**config.mk**
```make
export PLATFORM = sky130hd
export DESIGN_NAME = fuse_cfg_loader
export DESIGN_NICKNAME = d
export VERILOG_FILES = /design/src/rtl/fuse_cfg_pkg.sv /design/src/rtl/fuse_crc_step.sv /design/src/rtl/fuse_maj3.sv /design/src/rtl/fuse_load_seq.sv /design/src/rtl/fuse_tmr_cfg.sv /design/src/rtl/fuse_cfg_loader.sv
export SDC_FILE = /design/constraint.sdc
export NUM_CORES = 1
export LEC_CHECK = 0
export CAP_MARGIN = 10
export CORE_MARGIN = 5
export CORE_UTILIZATION = 42
export DETAILED_ROUTE_END_ITERATION = 10
export DONT_BUFFER_PORTS = 1
export GPL_TIMING_DRIVEN = 0
export PLACE_DENSITY = 0.58
export SLEW_MARGIN = 15
export SYNTH_ARGS = -nofsm -noshare
export SYNTH_HDL_FRONTEND = slang
export SYNTH_SLANG_ARGS = --single-unit
```
**constraint.sdc**
```tcl
create_clock -name clk_i -period 4 [get_ports clk_i]
set_input_delay 0.2 -clock clk_i [delete_from_list [all_inputs] [get_ports clk_i]]
set_output_delay 0.2 -clock clk_i [all_outputs]
set_load 0.1 [all_outputs]
```
**src/rtl/fuse_cfg_pkg.sv**
```systemverilog
package fuse_cfg_pkg;

    typedef enum logic [1:0] {
        LD_IDLE  = 2'd0,
        LD_ISSUE = 2'd1,
        LD_DRAIN = 2'd2,
        LD_DONE  = 2'd3
    } ld_state_e;

endpackage

```
**src/rtl/fuse_crc_step.sv**
```systemverilog
// One word of an MSB-first, non-reflected CRC, unrolled over DATA_W bits.
module fuse_crc_step #(
    parameter int               DATA_W = 8,
    parameter int               CRC_W  = 16,
    parameter logic [CRC_W-1:0] POLY   = 16'h1021
) (
    input  logic [CRC_W-1:0]  crc_i,
    input  logic [DATA_W-1:0] data_i,
    output logic [CRC_W-1:0]  crc_o
);

    always_comb begin
        logic [CRC_W-1:0] acc;
        logic             fb;
        acc = crc_i;
        for (int b = DATA_W - 1; b >= 0; b--) begin
            fb  = acc[CRC_W-1] ^ data_i[b];
            acc = {acc[CRC_W-2:0], 1'b0};
            if (fb) begin
                acc = acc ^ POLY;
            end
        end
        crc_o = acc;
    end

endmodule

```
**src/rtl/fuse_maj3.sv**
```systemverilog
// Bitwise two-out-of-three voter.
module fuse_maj3 #(
    parameter int W = 1
) (
    input  logic [W-1:0] a_i,
    input  logic [W-1:0] b_i,
    input  logic [W-1:0] c_i,
    output logic [W-1:0] y_o
);

    always_comb begin
        y_o = (a_i & b_i) | (a_i & c_i) | (b_i & c_i);
    end

endmodule

```
**src/rtl/fuse_load_seq.sv**
```systemverilog
// Read sequencer: strobes the fuse words, checks the CRC, stages the payload
// and emits a one-cycle commit pulse on a matching pass.
module fuse_load_seq
    import fuse_cfg_pkg::*;
#(
    parameter int               NUM_WORDS = 32,
    parameter int               WORD_W    = 8,
    parameter int               CRC_W     = 16,
    parameter logic [CRC_W-1:0] CRC_POLY  = 16'h1021,
    parameter logic [CRC_W-1:0] CRC_INIT  = 16'hFFFF,
    parameter int               RETRY_W   = 8,
    localparam int              ADDR_W    = $clog2(NUM_WORDS),
    localparam int              CRC_WORDS = CRC_W / WORD_W,
    localparam int              PAY_WORDS = NUM_WORDS - CRC_WORDS,
    localparam int              CFG_W     = PAY_WORDS * WORD_W
) (
    input  logic               clk_i,
    input  logic               rst_ni,
    output logic               fuse_rd_o,
    output logic [ADDR_W-1:0]  fuse_addr_o,
    input  logic [WORD_W-1:0]  fuse_data_i,
    output logic [CFG_W-1:0]   stage_o,
    output logic               commit_o,
    output logic [RETRY_W-1:0] retry_cnt_o
);

    localparam int               REF_W     = CRC_W - WORD_W;
    localparam logic [ADDR_W-1:0] LAST_ADDR = ADDR_W'(NUM_WORDS - 1);

    typedef struct packed {
        ld_state_e          st;
        logic [ADDR_W-1:0]  rd_addr;
        logic               cap_vld;
        logic [ADDR_W-1:0]  cap_addr;
        logic [CRC_W-1:0]   crc;
        logic [REF_W-1:0]   crc_ref;
        logic [CFG_W-1:0]   stage;
        logic [RETRY_W-1:0] retries;
        logic               commit;
    } seq_regs_t;

    seq_regs_t        seq_d, seq_q;
    logic [CRC_W-1:0] crc_next;
    logic [CRC_W-1:0] stored_crc;

    fuse_crc_step #(
        .DATA_W (WORD_W),
        .CRC_W  (CRC_W),
        .POLY   (CRC_POLY)
    ) u_crc (
        .crc_i  (seq_q.crc),
        .data_i (fuse_data_i),
        .crc_o  (crc_next)
    );

    assign stored_crc = {seq_q.crc_ref, fuse_data_i};

    always_comb begin
        seq_d          = seq_q;
        seq_d.commit   = 1'b0;
        seq_d.cap_vld  = (seq_q.st == LD_ISSUE);
        seq_d.cap_addr = seq_q.rd_addr;

        unique case (seq_q.st)
            LD_IDLE: begin
                seq_d.st      = LD_ISSUE;
                seq_d.rd_addr = '0;
                seq_d.crc     = CRC_INIT;
            end
            LD_ISSUE: begin
                seq_d.rd_addr = seq_q.rd_addr + 1'b1;
                if (seq_q.rd_addr == LAST_ADDR) begin
                    seq_d.st = LD_DRAIN;
                end
            end
            LD_DRAIN: begin
            end
            LD_DONE: begin
            end
            default: begin
                seq_d.st = LD_IDLE;
            end
        endcase

        if (seq_q.cap_vld) begin
            if (int'(seq_q.cap_addr) < PAY_WORDS) begin
                seq_d.crc = crc_next;
                seq_d.stage[int'(seq_q.cap_addr) * WORD_W +: WORD_W] = fuse_data_i;
            end else begin
                seq_d.crc_ref = REF_W'({seq_q.crc_ref, fuse_data_i});
            end
            if (seq_q.cap_addr == LAST_ADDR) begin
                if (stored_crc == seq_q.crc) begin
                    seq_d.st     = LD_DONE;
                    seq_d.commit = 1'b1;
                end else begin
                    seq_d.st      = LD_ISSUE;
                    seq_d.rd_addr = '0;
                    seq_d.crc     = CRC_INIT;
                    if (seq_q.retries != '1) begin
                        seq_d.retries = seq_q.retries + 1'b1;
                    end
                end
            end
        end
    end

    always_ff @(posedge clk_i) begin
        if (!rst_ni) begin
            seq_q     <= '0;
            seq_q.crc <= CRC_INIT;
        end else begin
            seq_q <= seq_d;
        end
    end

    assign fuse_rd_o   = (seq_q.st == LD_ISSUE);
    assign fuse_addr_o = seq_q.rd_addr;
    assign stage_o     = seq_q.stage;
    assign commit_o    = seq_q.commit;
    assign retry_cnt_o = seq_q.retries;

endmodule

```
**src/rtl/fuse_tmr_cfg.sv**
```systemverilog
// Three synchronously loaded copies of the configuration, each refreshed
// from the voted value every cycle; the commit strobe is voted before use.
module fuse_tmr_cfg #(
    parameter int               CFG_W    = 240,
    parameter logic [CFG_W-1:0] SAFE_CFG = '0
) (
    input  logic             clk_i,
    input  logic             rst_ni,
    input  logic             commit_i,
    input  logic [CFG_W-1:0] stage_i,
    output logic [CFG_W-1:0] cfg_o,
    output logic             done_o
);

    localparam int COPIES = 3;

    typedef struct packed {
        logic [CFG_W-1:0] cfg;
        logic             done;
        logic             commit;
    } copy_t;

    logic             commit_v;
    logic             done_v;
    logic [CFG_W-1:0] cfg_v;

    for (genvar g = 0; g < COPIES; g++) begin : g_copy
        copy_t cp_d, cp_q;

        always_comb begin
            cp_d.commit = commit_i;
            cp_d.cfg    = commit_v ? stage_i : cfg_v;
            cp_d.done   = commit_v | done_v;
        end

        always_ff @(posedge clk_i) begin
            if (!rst_ni) begin
                cp_q.cfg    <= SAFE_CFG;
                cp_q.done   <= 1'b0;
                cp_q.commit <= 1'b0;
            end else begin
                cp_q <= cp_d;
            end
        end
    end

    fuse_maj3 #(.W(1)) u_vote_commit (
        .a_i (g_copy[0].cp_q.commit),
        .b_i (g_copy[1].cp_q.commit),
        .c_i (g_copy[2].cp_q.commit),
        .y_o (commit_v)
    );

    fuse_maj3 #(.W(1)) u_vote_done (
        .a_i (g_copy[0].cp_q.done),
        .b_i (g_copy[1].cp_q.done),
        .c_i (g_copy[2].cp_q.done),
        .y_o (done_v)
    );

    fuse_maj3 #(.W(CFG_W)) u_vote_cfg (
        .a_i (g_copy[0].cp_q.cfg),
        .b_i (g_copy[1].cp_q.cfg),
        .c_i (g_copy[2].cp_q.cfg),
        .y_o (cfg_v)
    );

    assign cfg_o  = cfg_v;
    assign done_o = done_v;

endmodule

```
**src/rtl/fuse_cfg_loader.sv**
```systemverilog
module fuse_cfg_loader #(
    parameter int               NUM_WORDS = 32,
    parameter int               WORD_W    = 8,
    parameter int               CRC_W     = 16,
    parameter logic [CRC_W-1:0] CRC_POLY  = 16'h1021,
    parameter logic [CRC_W-1:0] CRC_INIT  = 16'hFFFF,
    parameter int               RETRY_W   = 8,
    parameter logic [(NUM_WORDS - CRC_W / WORD_W) * WORD_W - 1:0] SAFE_CFG = '0,
    localparam int              ADDR_W    = $clog2(NUM_WORDS),
    localparam int              CFG_W     = (NUM_WORDS - CRC_W / WORD_W) * WORD_W
) (
    input  logic               clk_i,
    input  logic               rst_ni,
    output logic               fuse_rd_o,
    output logic [ADDR_W-1:0]  fuse_addr_o,
    input  logic [WORD_W-1:0]  fuse_data_i,
    output logic [CFG_W-1:0]   cfg_o,
    output logic               load_done_o,
    output logic [RETRY_W-1:0] retry_cnt_o
);

    logic [CFG_W-1:0] stage;
    logic             commit;

    fuse_load_seq #(
        .NUM_WORDS (NUM_WORDS),
        .WORD_W    (WORD_W),
        .CRC_W     (CRC_W),
        .CRC_POLY  (CRC_POLY),
        .CRC_INIT  (CRC_INIT),
        .RETRY_W   (RETRY_W)
    ) u_seq (
        .clk_i       (clk_i),
        .rst_ni      (rst_ni),
        .fuse_rd_o   (fuse_rd_o),
        .fuse_addr_o (fuse_addr_o),
        .fuse_data_i (fuse_data_i),
        .stage_o     (stage),
        .commit_o    (commit),
        .retry_cnt_o (retry_cnt_o)
    );

    fuse_tmr_cfg #(
        .CFG_W    (CFG_W),
        .SAFE_CFG (SAFE_CFG)
    ) u_tmr (
        .clk_i    (clk_i),
        .rst_ni   (rst_ni),
        .commit_i (commit),
        .stage_i  (stage),
        .cfg_o    (cfg_o),
        .done_o   (load_done_o)
    );

endmodule

```
==> reports/qor.yml, run 1 <==
yosysWarnings: 0
die_y_um: 232.4
cts_resized: 0
drv_cap: 0
dp_slack_ns: 0.4627
grt_max_degree: 15
synth_edf_count: 0
finClkSkew_ns: 0.01726
grt_util_all_layers: 0.2349
rows: 81
gr-total-overflow: 0
syn-instance-count: 2153
finalPower_mw: 10.85
maxSlewHeadroom: 0.1795
drtIter0Drc: 1022
async_reset_ff_frac: 0
vias: 15170
setup_viol: 0
grt_pass1_vias: 14790
synth_area_leaders: "dfxtp_1 51%, mux2i_1 23%, nand2_1 6.4%"
critPathLaunchType: "register"
path_class: "register to register"
synth_common_cells: "528 x dfxtp_1, 475 x mux2i_1, 355 x nand2_1"
die_w_um: 232.4
cts-buffers-inserted: 55
drive_above_1_share: 0.06525
yosysTopAreaCell: "dfxtp_1"
via_per_inst: 5.201
fin_crit_sh: 0.9076
fillerInstances: 4665
die-area_um2: 54010
tns_ns: 0
areaGrowthSynthToFinish_pct: 12.66
register_area_um2: 10570
io-pin-count: 265
nNetsFinal: 2227
min_period_ns: 3.630
power_density_nw_per_um2: 463.8
diodes: 0
crit_path_end_kind: "register"
fin_util: 0.4781
cts_root_buffer: "clkbuf_16"
antenna_found_initial: 1
holdWs_ns: 0.1476
post-cts-setup-buffers: 0
cts_tree: "yes"
synth_flop_cell: "dfxtp_1"
cts_max_path_buffers: 3
grt_use_met1: 0.3083
syn_nets: 2169
ys_types: 50
fmax_mhz: 275.5
hold_buffers: 0
core_um2: 48950
synth_seq_cells: 528
p_leak_nw: 7.776
arrival_ns: 4.17
critPathMaxFanout: 10
rsz0062_at_grt: "false"
routedWlPerCell_um: 22.38
clk_latency_ns: 0.62
grt_use_met2: 0.3807
clock_sinks: 528
ant_nets: 0
dr.pass1.iters: 8
ys_seq_area_frac: 0.5088
outcome: "complete, no violations"
tightest_slew_ns: 1.231
synth.avg_cell_area_um2: 9.649
syn-cell-area_um2: 20770
routed_wl_mm: 65.27
netlist.area_leader.share: 0.5088
start_util: 0.4244
gp_congestion: 0.8928
hold_viol: 0
cts_max_level: 2
fin_ws_ns: 0.3698
grt_busiest_layer: "met2"
hpwl_mm: 48.18
met3_usage: 0.07553
ir_drop_v: 0.0003392
drc: 0
placement.io_buffers: 0
worstPathRequired_ns: 4.54
min_path_type: "primary input to register"
clk_pin_slew_ns: 0.06
maxSlewViolCount: 0
grt_first_pass_wirelength_mm: 96.59
multiInputGateArea_um2: 9494
synth_most_common_cell: "dfxtp_1"
## where the power goes
group	internal [mW]	leakage, nW	total, mW	switching, mW
sequential	5.28	4.25	5.30	0.0217
clock	2.92	0.873	5.06	2.13
combinational	0.110	2.65	0.499	0.389
total	8.31	7.78	10.9	2.54
## state kept, by name (all words and copies together), names as in the netlist
| name | count |
|---|---|
| u_seq.commit_o | 1 |
| u_tmr.g_copy.cp_q | 242 |
| u_seq.retry_cnt_o | 8 |
| u_seq.stage_o | 240 |
| u_seq.seq_q | 32 |
| u_seq.fuse_addr_o | 5 |
## path summary, 6_finish.rpt
check | from | end | slack [ns] | cells past startpoint
worst max-delay path | u_seq.seq_q[273]$_SDFF_PN0_ | u_seq.stage_o[28]$_SDFFE_PN0P_ | 0.37 | 9
worst min-delay path | rst_ni | u_seq.seq_q[278]$_SDFF_PN0_ | 0.15 | 2
worst max register to register | u_seq.seq_q[273]$_SDFF_PN0_ | u_seq.stage_o[28]$_SDFFE_PN0P_ | 0.37 | 9
worst min register to register | u_seq.stage_o[167]$_SDFFE_PN0P_ | u_seq.stage_o[167]$_SDFFE_PN0P_ | 0.46 | 2
## through the flow
stage	instance area (um2)	cells
after floorplan	20770	2153
after global placement	21610	2817
after detailed placement	21620	2818
after CTS	23400	2917
after global routing	23400	2917
final	23400	2917
## metal layers
| layer | part of all wire | vias up |
|---|---|---|
| li1 | - | 7282 |
| met1 | 0.43 | 7313 |
| met2 | 0.46 | 479 |
| met3 | 0.086 | 96 |
| met4 | 0.022 | 2 |
| met5 | 0.00018 | - |
## critical path, cell delays in order (launching register included)
cell	delay, ns
dfxtp_1	0.52
clkbuf_1	0.39
inv_1	0.10
ha_1	0.28
xnor2_1	0.68
nand2_1	0.16
nor2_1	0.46
clkbuf_1	0.57
nand2_1	0.21
mux2i_1	0.19
## final cells by class
cell class              instances  share of cell area
clock inverters                18            0.007217
repair buffers                  1           0.0001604
flip-flops and latches        528              0.4516
well taps                     664             0.03550
clock buffers                  81             0.06907
inverters                       7            0.001123
plain buffers                 165             0.02967
multi-input cells            1453              0.4056
## cells by family (layout without fill, tap and decap cells)
| family | count (synthesis) | in the layout | share of synthesized area |
|---|---|---|---|
| adder cells (fa/ha/maj) | 6 | 6 | 0.003613 |
| XOR/XNOR | 42 | 42 | 0.01771 |
| AND/OR/NAND/NOR | 867 | 867 | 0.1878 |
| AO/OA/AOI/OAI | 62 | 62 | 0.01813 |
| buffers and inverters | 172 | 272 | 0.03457 |
| multiplexers | 476 | 476 | 0.2294 |
| flip-flops | 528 | 528 | 0.5088 |
## layout by cell type, fill, tap and decap left out, types with 13 or more instances in the layout
master	synthesis	final
a21oi_1	26	26
and2_1	19	19
buf_1	26	27
buf_4	13	13
clkbuf_1	117	129
clkbuf_16	0	57
dfxtp_1	528	528
mux2i_1	475	475
nand2_1	355	355
nand3_1	111	111
nor2_1	285	285
nor2_4	14	14
nor3_1	20	19
o21ai_0	15	15
xnor2_1	18	18
xor2_1	24	24
No activity file was read; power rests on OpenSTA's default activity.
==> inputs of run 2 (changes only) <==
--- a/config.mk
+++ b/config.mk
@@ -6,12 +6,15 @@
 export NUM_CORES = 1
 export LEC_CHECK = 0
 export CAP_MARGIN = 10
+export CELL_PAD_IN_SITES_DETAIL_PLACEMENT = 2
+export CELL_PAD_IN_SITES_GLOBAL_PLACEMENT = 2
 export CORE_MARGIN = 5
-export CORE_UTILIZATION = 42
+export CORE_UTILIZATION = 40
 export DETAILED_ROUTE_END_ITERATION = 10
 export DONT_BUFFER_PORTS = 1
+export GPL_ROUTABILITY_DRIVEN = 0
 export GPL_TIMING_DRIVEN = 0
-export PLACE_DENSITY = 0.58
+export PLACE_DENSITY = 0.81
 export SLEW_MARGIN = 15
 export SYNTH_ARGS = -nofsm -noshare
 export SYNTH_HDL_FRONTEND = slang
==> run 2 against run 1 <==
Maximum frequency fell by 0.39%. Largest power group is now the clock network. Register-to-register slack barely moved. Critical endpoint is now u_seq.stage_o[157]$_SDFFE_PN0P_. Sequential power barely moved. Critical path type unchanged. Combinational power rose by 7.0%.
==> reports/qor.yml, run 2 (synthesis gave the netlist of run 1 again) <==
setup_viol: 0
cts_root_buffer: "clkbuf_16"
outcome: "complete, no violations"
drt-met1-wl_mm: 31.12
cts_max_level: 2
final_cell_mix: "528 x dfxtp_1, 475 x mux2i_1, 355 x nand2_1, 285 x nor2_1, 130 x clkbuf_1"
reg2reg_depth: 10
critPathMaxFanout: 10
drc: 0
ir_drop_v: 0.0003063
grt_pass1_vias: 17350
hold_start: "fuse_data_i[7]"
final_common_cell: "dfxtp_1"
io-pin-count: 265
top_register: "u_tmr.g_copy.cp_q"
tightest_slew_ns: 1.328
cts_max_path_buffers: 3
met2_length_mm: 37.65
rows: 83
wl_met3_mm: 5.969
reg2reg_from: "u_seq.seq_q[273]$_SDFF_PN0_"
core_um2: 51410
routed_wl_mm: 77.19
dr.pass1.iters: 5
maxSlewHeadroom: 0.1144
finClkSkew_ns: 0.03100
min_to: "u_seq.stage_o[191]$_SDFFE_PN0P_"
grt_util_all_layers: 0.2635
placement.io_buffers: 0
grt_first_pass_wirelength_mm: 113.8
maxSlewViolCount: 0
critPathLaunchType: "register"
largest_reg_flops: 242
crit_path_end_kind: "register"
r2r_slack_ns: 0.36
hold_viol: 0
fin_util: 0.4584
nNetsFinal: 2228
gr-total-overflow: 0
dp_slack_ns: 0.2982
via_per_inst: 5.394
fin_crit_sh: 0.9111
areaGrowthSynthToFinish_pct: 13.44
hpwl_mm: 55.77
power_density_nw_per_um2: 477.6
die_y_um: 237.9
clk_latency_ns: 0.63
hold_path_depth: 3
clk_pin_slew_ns: 0.06
antenna_found_initial: 4
hold_buffers: 0
vias: 15830
cts_tree: "yes"
rsz0062_at_grt: "false"
tns_ns: 0
die_w_um: 237.9
drtIter0Drc: 664
arrival_ns: 4.14
cts-buffers-inserted: 55
path_class: "register to register"
worstPathRequired_ns: 4.49
drv_cap: 0
die-area_um2: 56590
clock_sinks: 528
fmax_mhz: 274.4
min_period_ns: 3.645
routedWlPerCell_um: 26.30
diodes: 0
min_path_type: "primary input to register"
fin_ws_ns: 0.3555
p_leak_nw: 7.847
ant_nets: 0
r2r_end: "u_seq.stage_o[157]$_SDFFE_PN0P_"
grt_max_degree: 15
top_layer: "met4"
drive_above_1_share: 0.06652
start_util: 0.4041
run 2: cell types whose count changed in the layout (fill, tap and decap cells not counted), sizes merged:
cell      previous run  this run
bufinv               2         7
clkinv              12         9
clkinvlp             4         2
buf                 49        50
inv                  7         8
run 2: per-layer routing:
layer,GRT usage,vias up
met1,0.3162,8059
li1,-,7279
met3,0.07952,125
met5,0,-
met2,0.4533,368
met4,0.08641,0
run 2: where the power goes:
group,total (mW),switching (mW),internal [mW]
logic,0.534,0.421,0.113
registers,5.30,0.0224,5.28
clock network,5.42,2.21,3.21
run 2: cell type report:
type / count / area (um2)
timing repair buffer: 2 / 31.28
tap: 680 / 850.8
clock inverter: 19 / 294.0
inverter: 7 / 26.28
fill: 5393 / 27840
sequential: 528 / 10570
clock buffer: 81 / 1594
buffer: 165 / 693.2
multi-input combinational: 1453 / 9507
run 2: worst max-delay path by stage:
| stage | start | endpoint | slack, ns | depth (start not counted) |
|---|---|---|---|---|
| detailed placement | u_seq.seq_q[273]$_SDFF_PN0_ | u_seq.stage_o[110]$_SDFFE_PN0P_ | 0.30 | 9 |
| global route | u_seq.seq_q[273]$_SDFF_PN0_ | u_seq.stage_o[157]$_SDFFE_PN0P_ | 0.17 | 10 |
| global placement | u_seq.seq_q[273]$_SDFF_PN0_ | u_seq.stage_o[110]$_SDFFE_PN0P_ | 0.44 | 9 |
| floorplan | u_seq.seq_q[273]$_SDFF_PN0_ | u_seq.stage_o[176]$_SDFFE_PN0P_ | 1.19 | 11 |
| finish | u_seq.seq_q[273]$_SDFF_PN0_ | u_seq.stage_o[157]$_SDFFE_PN0P_ | 0.36 | 10 |
| CTS | u_seq.seq_q[273]$_SDFF_PN0_ | u_seq.stage_o[157]$_SDFFE_PN0P_ | 0.27 | 9 |
run 2: through the flow:
step	total power, mW	area [um2]	cells	hold slack (ns)
2_1_floorplan	5.723	20770	2153	0.4119
3_3_place_gp	5.912	21630	2833	0.4392
3_5_place_dp	5.937	21660	2835	0.4535
4_1_cts	11.33	23550	2935	0.2293
5_1_grt	11.57	23570	2935	0.2486
6_report	11.25	23570	2935	0.2575
run 2: timing repair:
item	4_1_cts	5_1_grt
setup buffers	0	0
endpoints found under the setup margin	0	13
hold endpoints to repair	0	0
resized for setup	0	3
run 2: critical path, cell delays in order, from the launching register on:
cell      delay [ns]
dfxtp_1         0.54
clkbuf_1        0.40
inv_1           0.09
ha_1            0.30
clkbuf_1        0.25
nand2b_1        0.30
or3_1           0.35
buf_1           0.33
or3_1           0.56
buf_2           0.26
mux2i_1         0.15
